### config.mk
export PLATFORM = sky130hd
export DESIGN_NAME = wbrf_top
export DESIGN_NICKNAME = d
export VERILOG_FILES = /design/src/rtl/wbrf_rst_sync.sv /design/src/rtl/wbrf_data_bank.sv /design/src/rtl/wbrf_ptr_bank.sv /design/src/rtl/wbrf_ip_reg.sv /design/src/rtl/wbrf_top.sv
export SDC_FILE = /design/constraint.sdc
export NUM_CORES = 1
export LEC_CHECK = 0
export BUFFER_PORTS_ARGS = -buffer_cell sky130_fd_sc_hd__buf_2
export CORE_UTILIZATION = 54
export DETAILED_ROUTE_END_ITERATION = 8
export PLACE_DENSITY_LB_ADDON = 0.3
export SLEW_MARGIN = 40
export SYNTH_ARGS = -nofsm -noshare
export SYNTH_HDL_FRONTEND = slang
export SYNTH_SLANG_ARGS = --single-unit
### constraint.sdc
create_clock -name clk -period 4.5 [get_ports clk]
set_input_delay 0.675 -clock clk [delete_from_list [all_inputs] [get_ports clk]]
set_output_delay 0.675 -clock clk [all_outputs]
set_load 0.01 [all_outputs]
### src/rtl/wbrf_rst_sync.sv
module wbrf_rst_sync #(
  parameter int unsigned STAGES = 2
) (
  input  logic clk,
  input  logic rst_n,
  output logic rst_s
);
  logic [STAGES-1:0] sh_q;
  logic [STAGES-1:0] sh_d;

  always_comb sh_d = {sh_q[STAGES-2:0], 1'b1};

  always_ff @(posedge clk or negedge rst_n) begin
    if (!rst_n) sh_q <= '0;
    else        sh_q <= sh_d;
  end

  assign rst_s = sh_q[STAGES-1];
endmodule

### src/rtl/wbrf_data_bank.sv
module wbrf_data_bank #(
  parameter int unsigned DW      = 16,
  parameter int unsigned NREG    = 4,
  parameter int unsigned CNT_SEL = 2,
  localparam int unsigned BW     = DW / 2,
  localparam int unsigned IW     = $clog2(2 * NREG)
) (
  input  logic                     clk,
  input  logic                     rst_n,
  input  logic                     wr_en,
  input  logic [IW-1:0]            wr_idx,
  input  logic                     wr_byte,
  input  logic [DW-1:0]            wr_data,
  input  logic                     dec_cnt,
  output logic [NREG-1:0][DW-1:0]  regs,
  output logic                     cnt_zero
);
  for (genvar g = 0; g < NREG; g++) begin : g_reg
    localparam bit IS_CNT = (g == CNT_SEL);
    logic [DW-1:0] q, d;
    logic lo_hit, hi_hit, dec_hit, en;

    always_comb begin
      lo_hit  = wr_en && (wr_idx == IW'(g));
      hi_hit  = wr_en && (wr_byte ? (wr_idx == IW'(g + NREG)) : (wr_idx == IW'(g)));
      dec_hit = IS_CNT && dec_cnt;
      en      = lo_hit || hi_hit || dec_hit;
      d       = q;
      if (dec_hit) begin
        d = q - DW'(1);
      end else begin
        if (lo_hit) d[BW-1:0] = wr_data[BW-1:0];
        if (hi_hit) d[DW-1:BW] = wr_byte ? wr_data[BW-1:0] : wr_data[DW-1:BW];
      end
    end

    always_ff @(posedge clk or negedge rst_n) begin
      if (!rst_n)  q <= '0;
      else if (en) q <= d;
    end

    assign regs[g] = q;
  end

  assign cnt_zero = (regs[CNT_SEL] == '0);
endmodule

### src/rtl/wbrf_ptr_bank.sv
module wbrf_ptr_bank #(
  parameter int unsigned DW   = 16,
  parameter int unsigned NREG = 4,
  localparam int unsigned IW  = $clog2(2 * NREG)
) (
  input  logic                     clk,
  input  logic                     rst_n,
  input  logic                     wr_en,
  input  logic [IW-1:0]            wr_idx,
  input  logic                     wr_byte,
  input  logic [DW-1:0]            wr_data,
  output logic [NREG-1:0][DW-1:0]  regs
);
  for (genvar g = 0; g < NREG; g++) begin : g_reg
    logic [DW-1:0] q;
    logic en;

    always_comb en = wr_en && !wr_byte && (wr_idx == IW'(g + NREG));

    always_ff @(posedge clk or negedge rst_n) begin
      if (!rst_n)  q <= '0;
      else if (en) q <= wr_data;
    end

    assign regs[g] = q;
  end
endmodule

### src/rtl/wbrf_ip_reg.sv
module wbrf_ip_reg #(
  parameter int unsigned    DW      = 16,
  parameter logic [DW-1:0]  RST_VAL = 16'h0100
) (
  input  logic          clk,
  input  logic          rst_n,
  input  logic          ld,
  input  logic [DW-1:0] nxt,
  output logic [DW-1:0] q
);
  logic [DW-1:0] d;

  always_comb d = nxt;

  always_ff @(posedge clk or negedge rst_n) begin
    if (!rst_n)  q <= RST_VAL;
    else if (ld) q <= d;
  end
endmodule

### src/rtl/wbrf_top.sv
module wbrf_top #(
  parameter int unsigned   DW          = 16,
  parameter int unsigned   NDATA       = 4,
  parameter int unsigned   CNT_SEL     = 2,
  parameter int unsigned   SYNC_STAGES = 2,
  parameter logic [DW-1:0] IP_RESET    = 16'h0100,
  localparam int unsigned  BW          = DW / 2,
  localparam int unsigned  IW          = $clog2(2 * NDATA)
) (
  input  logic          clk,
  input  logic          rst_n,
  input  logic          wr_en,
  input  logic [IW-1:0] wr_idx,
  input  logic          wr_byte,
  input  logic [DW-1:0] wr_data,
  input  logic          rep_dec,
  output logic          cnt_zero,
  input  logic [IW-1:0] rda_idx,
  input  logic          rda_byte,
  output logic [DW-1:0] rda_data,
  input  logic [IW-1:0] rdb_idx,
  input  logic          rdb_byte,
  output logic [DW-1:0] rdb_data,
  input  logic          ip_ld,
  input  logic [DW-1:0] ip_next,
  output logic [DW-1:0] ip
);
  logic                     rst_s;
  logic [NDATA-1:0][DW-1:0] dregs;
  logic [NDATA-1:0][DW-1:0] pregs;

  wbrf_rst_sync #(.STAGES(SYNC_STAGES)) u_rst (
    .clk(clk), .rst_n(rst_n), .rst_s(rst_s)
  );

  wbrf_data_bank #(.DW(DW), .NREG(NDATA), .CNT_SEL(CNT_SEL)) u_data (
    .clk(clk), .rst_n(rst_s), .wr_en(wr_en), .wr_idx(wr_idx),
    .wr_byte(wr_byte), .wr_data(wr_data), .dec_cnt(rep_dec),
    .regs(dregs), .cnt_zero(cnt_zero)
  );

  wbrf_ptr_bank #(.DW(DW), .NREG(NDATA)) u_ptr (
    .clk(clk), .rst_n(rst_s), .wr_en(wr_en), .wr_idx(wr_idx),
    .wr_byte(wr_byte), .wr_data(wr_data), .regs(pregs)
  );

  wbrf_ip_reg #(.DW(DW), .RST_VAL(IP_RESET)) u_ip (
    .clk(clk), .rst_n(rst_s), .ld(ip_ld), .nxt(ip_next), .q(ip)
  );

  function automatic logic [DW-1:0] pick(input logic [IW-1:0] idx, input logic byt,
                                         input logic [NDATA-1:0][DW-1:0] dr,
                                         input logic [NDATA-1:0][DW-1:0] pr);
    logic [IW-2:0] lane;
    logic          upper;
    lane  = idx[IW-2:0];
    upper = idx[IW-1];
    if (byt) pick = {{BW{1'b0}}, upper ? dr[lane][DW-1:BW] : dr[lane][BW-1:0]};
    else     pick = upper ? pr[lane] : dr[lane];
  endfunction

  always_comb begin
    rda_data = pick(rda_idx, rda_byte, dregs, pregs);
    rdb_data = pick(rdb_idx, rdb_byte, dregs, pregs);
  end
endmodule

==> results_dict.tcl <==
set metrics [dict create \
    status "complete, no violations" \
    post-cts-setup-buffers 0 \
    hpwl_um 15200 \
    synth_area_mm2 0.00853 \
    hold_viol 0 \
    grt_pass1_vias 6363 \
    r2r_start "u_data.g_reg[2].q[0]" \
    synth.most_common_cell "dfrtp_1" \
    clk_pin_slew_ns 0.07 \
    fin_crit_ns 3.18 \
    coreArea_mm2 0.0153 \
    relSlewSlack_pct 52.2 \
    fp.dieArea_mm2 0.0163 \
    skew_ns 0.00825 \
    power.switching_w 0.00155 \
    rows 45 \
    clockRootBuffer "clkbuf_16" \
    tightest_slew_ns 0.713 \
    synth_top_area_share_pct 42.5 \
    design_area_mm2 0.00983 \
    synth_seq_cells 146 \
    clkLatencyLatePin_ns 0.44 \
    wl_per_cell_um 23.3 \
    synthTopCellsByCount "dfrtp_1, mux2_2, mux4_2, mux2i_1, nor2_1" \
    crit_path_end_kind "primary output" \
    die_x_um 128 \
    fin_cells 946 \
    cts_resized 0 \
    cellPowerDensity_mw_per_mm2 482 \
    ant_nets 0 \
    vias 6058 \
    start_kind "input port" \
    critPathKind "input port to primary output" \
    vdd_drop_max_v 0.000307 \
    start_util_pct 55.7 \
    numClockSinks 146 \
    min_period_over_period_pct 70.7 \
    syn-num-nets 689 \
    fin_nets 772 \
    maxCapViolCount 0 \
    combPwrFrac_pct 25.8 \
    leakage_nw 4.26 \
    cp_data_required_time_ns 3.83 \
    grt_use_total_pct 29.3 \
    grt_pass1_wl_um 35300 \
    hold_ws_ns 0.0166 \
    worstHoldPathType "input port to asynchronous set/reset pin" \
    area_delta_synth_final_pct 15.2 \
    post-place-ws_ns 1.35 \
    regToRegSetupSlack_ns 2.55 \
    setup_tns_ns 0 \
    clockPowerShare_pct 31.4 \
    synth_area_per_cell_um2 13.4 \
    ys.warnings.count 0 \
    drive_gt1_share_pct 44.6 \
    seqPwrFrac_pct 42.8 \
    antenna_found_initial 0 \
    io_pins 98 \
    synthCells 639 \
    switching_share_pct 32.8 \
    dp_cells 914 \
    async_reset_ff_share_pct 100 \
    vias_per_cell 6.40 \
    fin_ws_ns 1.32 \
    synth_flop_cell "dfrtp_1" \
    setup-violations-final 0 \
    die_y_um 128 \
    htree_levels 4 \
    grt_setup_unrepaired "false" \
    reg2reg_depth 6 \
    cp-startpoint "rda_idx[1]" \
    synthTopCellsByArea "dfrtp_1, mux4_2, mux2_2" \
    ys_types 55 \
    cellInternalPower_w 0.00318 \
    place_congestion 0.833 \
    synth_edf_count 0 \
    n_antenna_cell 0 \
    io_buffers 97 \
    drtIter0Drc 589 \
    clk_path_buf_depth 2 \
    drt-total-wl_um 22000 \
    grt_max_degree 42 \
    r2r-end "u_data.g_reg[2].q[12]" \
    ys_seq_area_share_pct 42.8 \
    cts_tree "built" \
    final_max_slew_viol_count 0 \
    arrival_ns 2.51 \
    overflow 0 \
    yosysTopAreaCell "dfrtp_1" \
    postCtsHoldBufs 0 \
    timing.fmax_ghz 0.314 \
    critPathCapture "rda_data[5]" \
    firstDrtPassIters 6 \
    place_area_mm2 0.00922 \
    drc_errors 0 \
    path_max_fanout 15 \
    numCtsBuffers 17 \
]
[placed cells by master, fill, tap and decap left out, types with 3 or more instances in the layout]
master     Yosys  layout
inv_8          0       3
nor3_1         3       3
inv_6          0       7
buf_4          4      13
nor2_1        47      47
mux2_2        91      91
clkbuf_16      0      17
dfrtp_1      145     144
nand3_1        5       5
nor3b_4        2       3
xor2_1         9       9
inv_1         11      11
buf_2         23      96
mux2_1        12      12
o21ai_0       32      32
a21oi_1       22      22
mux2i_1       52      52
nand2_1       37      37
nand4_1        3       3
mux4_2        78      78
[critical path, stage by stage]
cell and delay [ns]:
buf_2 0.32, buf_4 0.36, mux4_2 0.55, mux2i_1 0.26, a21oi_1 0.13, buf_2 0.18
[routing by layer]
metal	global-route usage (%)	vias to the layer above	part of all wire (%)
met2	49.3	245	52
met3	5.38	38	6.3
met4	9.55	0	1.7
li1	-	2597	-
met1	38.8	3178	41
met5	0	-	0
[registers in the layout, summed over array words and instances (netlist names)]
signal / cells
u_data.g.q: 64
u_ptr.g.q: 64
u_ip.q: 16
u_rst.sh_q: 2
[kinds of logic (layout without fill, tap and decap cells)]
group	Yosys count	after routing	share of synthesized area, %
muxes	235	235	40.9
AOI/OAI and AO/OA	66	66	4.27
other	1	1	0.0440
and+or+nand+nor	120	120	7.61
adders and majority gates	1	1	0.147
DFF	146	146	42.8
buffers and inverters	60	156	3.17
xor gates and xnor gates	10	10	1.03
[final cells by class]
class	instances	area, µm²
repair buffers	112	621
clock buffers	17	425
inverters	12	45.0
multi-input cells	433	4630
well taps	211	264
clock inverters	15	189
flip-flops and latches	146	3660
fillers	1145	5490
[worst min-delay path by stage]
stage,from,cells past startpoint,to
floorplan,u_rst.sh_q[0],0,u_rst.sh_q[1]
global placement,u_rst.sh_q[0],0,u_rst.sh_q[1]
detailed placement,u_rst.sh_q[1],0,u_ip.q[10]
CTS,rst_n,1,u_rst.sh_q[1]
global route,rst_n,1,u_rst.sh_q[1]
finish,rst_n,1,u_rst.sh_q[1]
[stage by stage]
step / util (%) / total power, W
6_report: 64.2 / 0.00474
3_3_place_gp: 59.6 / 0.00317
3_5_place_dp: 60.2 / 0.00326
2_1_floorplan: - / 0.00286
5_1_grt: 64.2 / 0.00496
4_1_cts: 64.2 / 0.00475
[power groups by stage]
stage | clock network [W] | logic [W] | registers (W)
detailed placement | 0 | 0.00122 | 0.00204
CTS | 0.00150 | 0.00123 | 0.00202
floorplan | 0 | 0.000974 | 0.00188
global placement | 0 | 0.00117 | 0.00200
global route | 0.00155 | 0.00132 | 0.00208
finish | 0.00149 | 0.00122 | 0.00203
No activity file was read; power rests on OpenSTA's default activity.
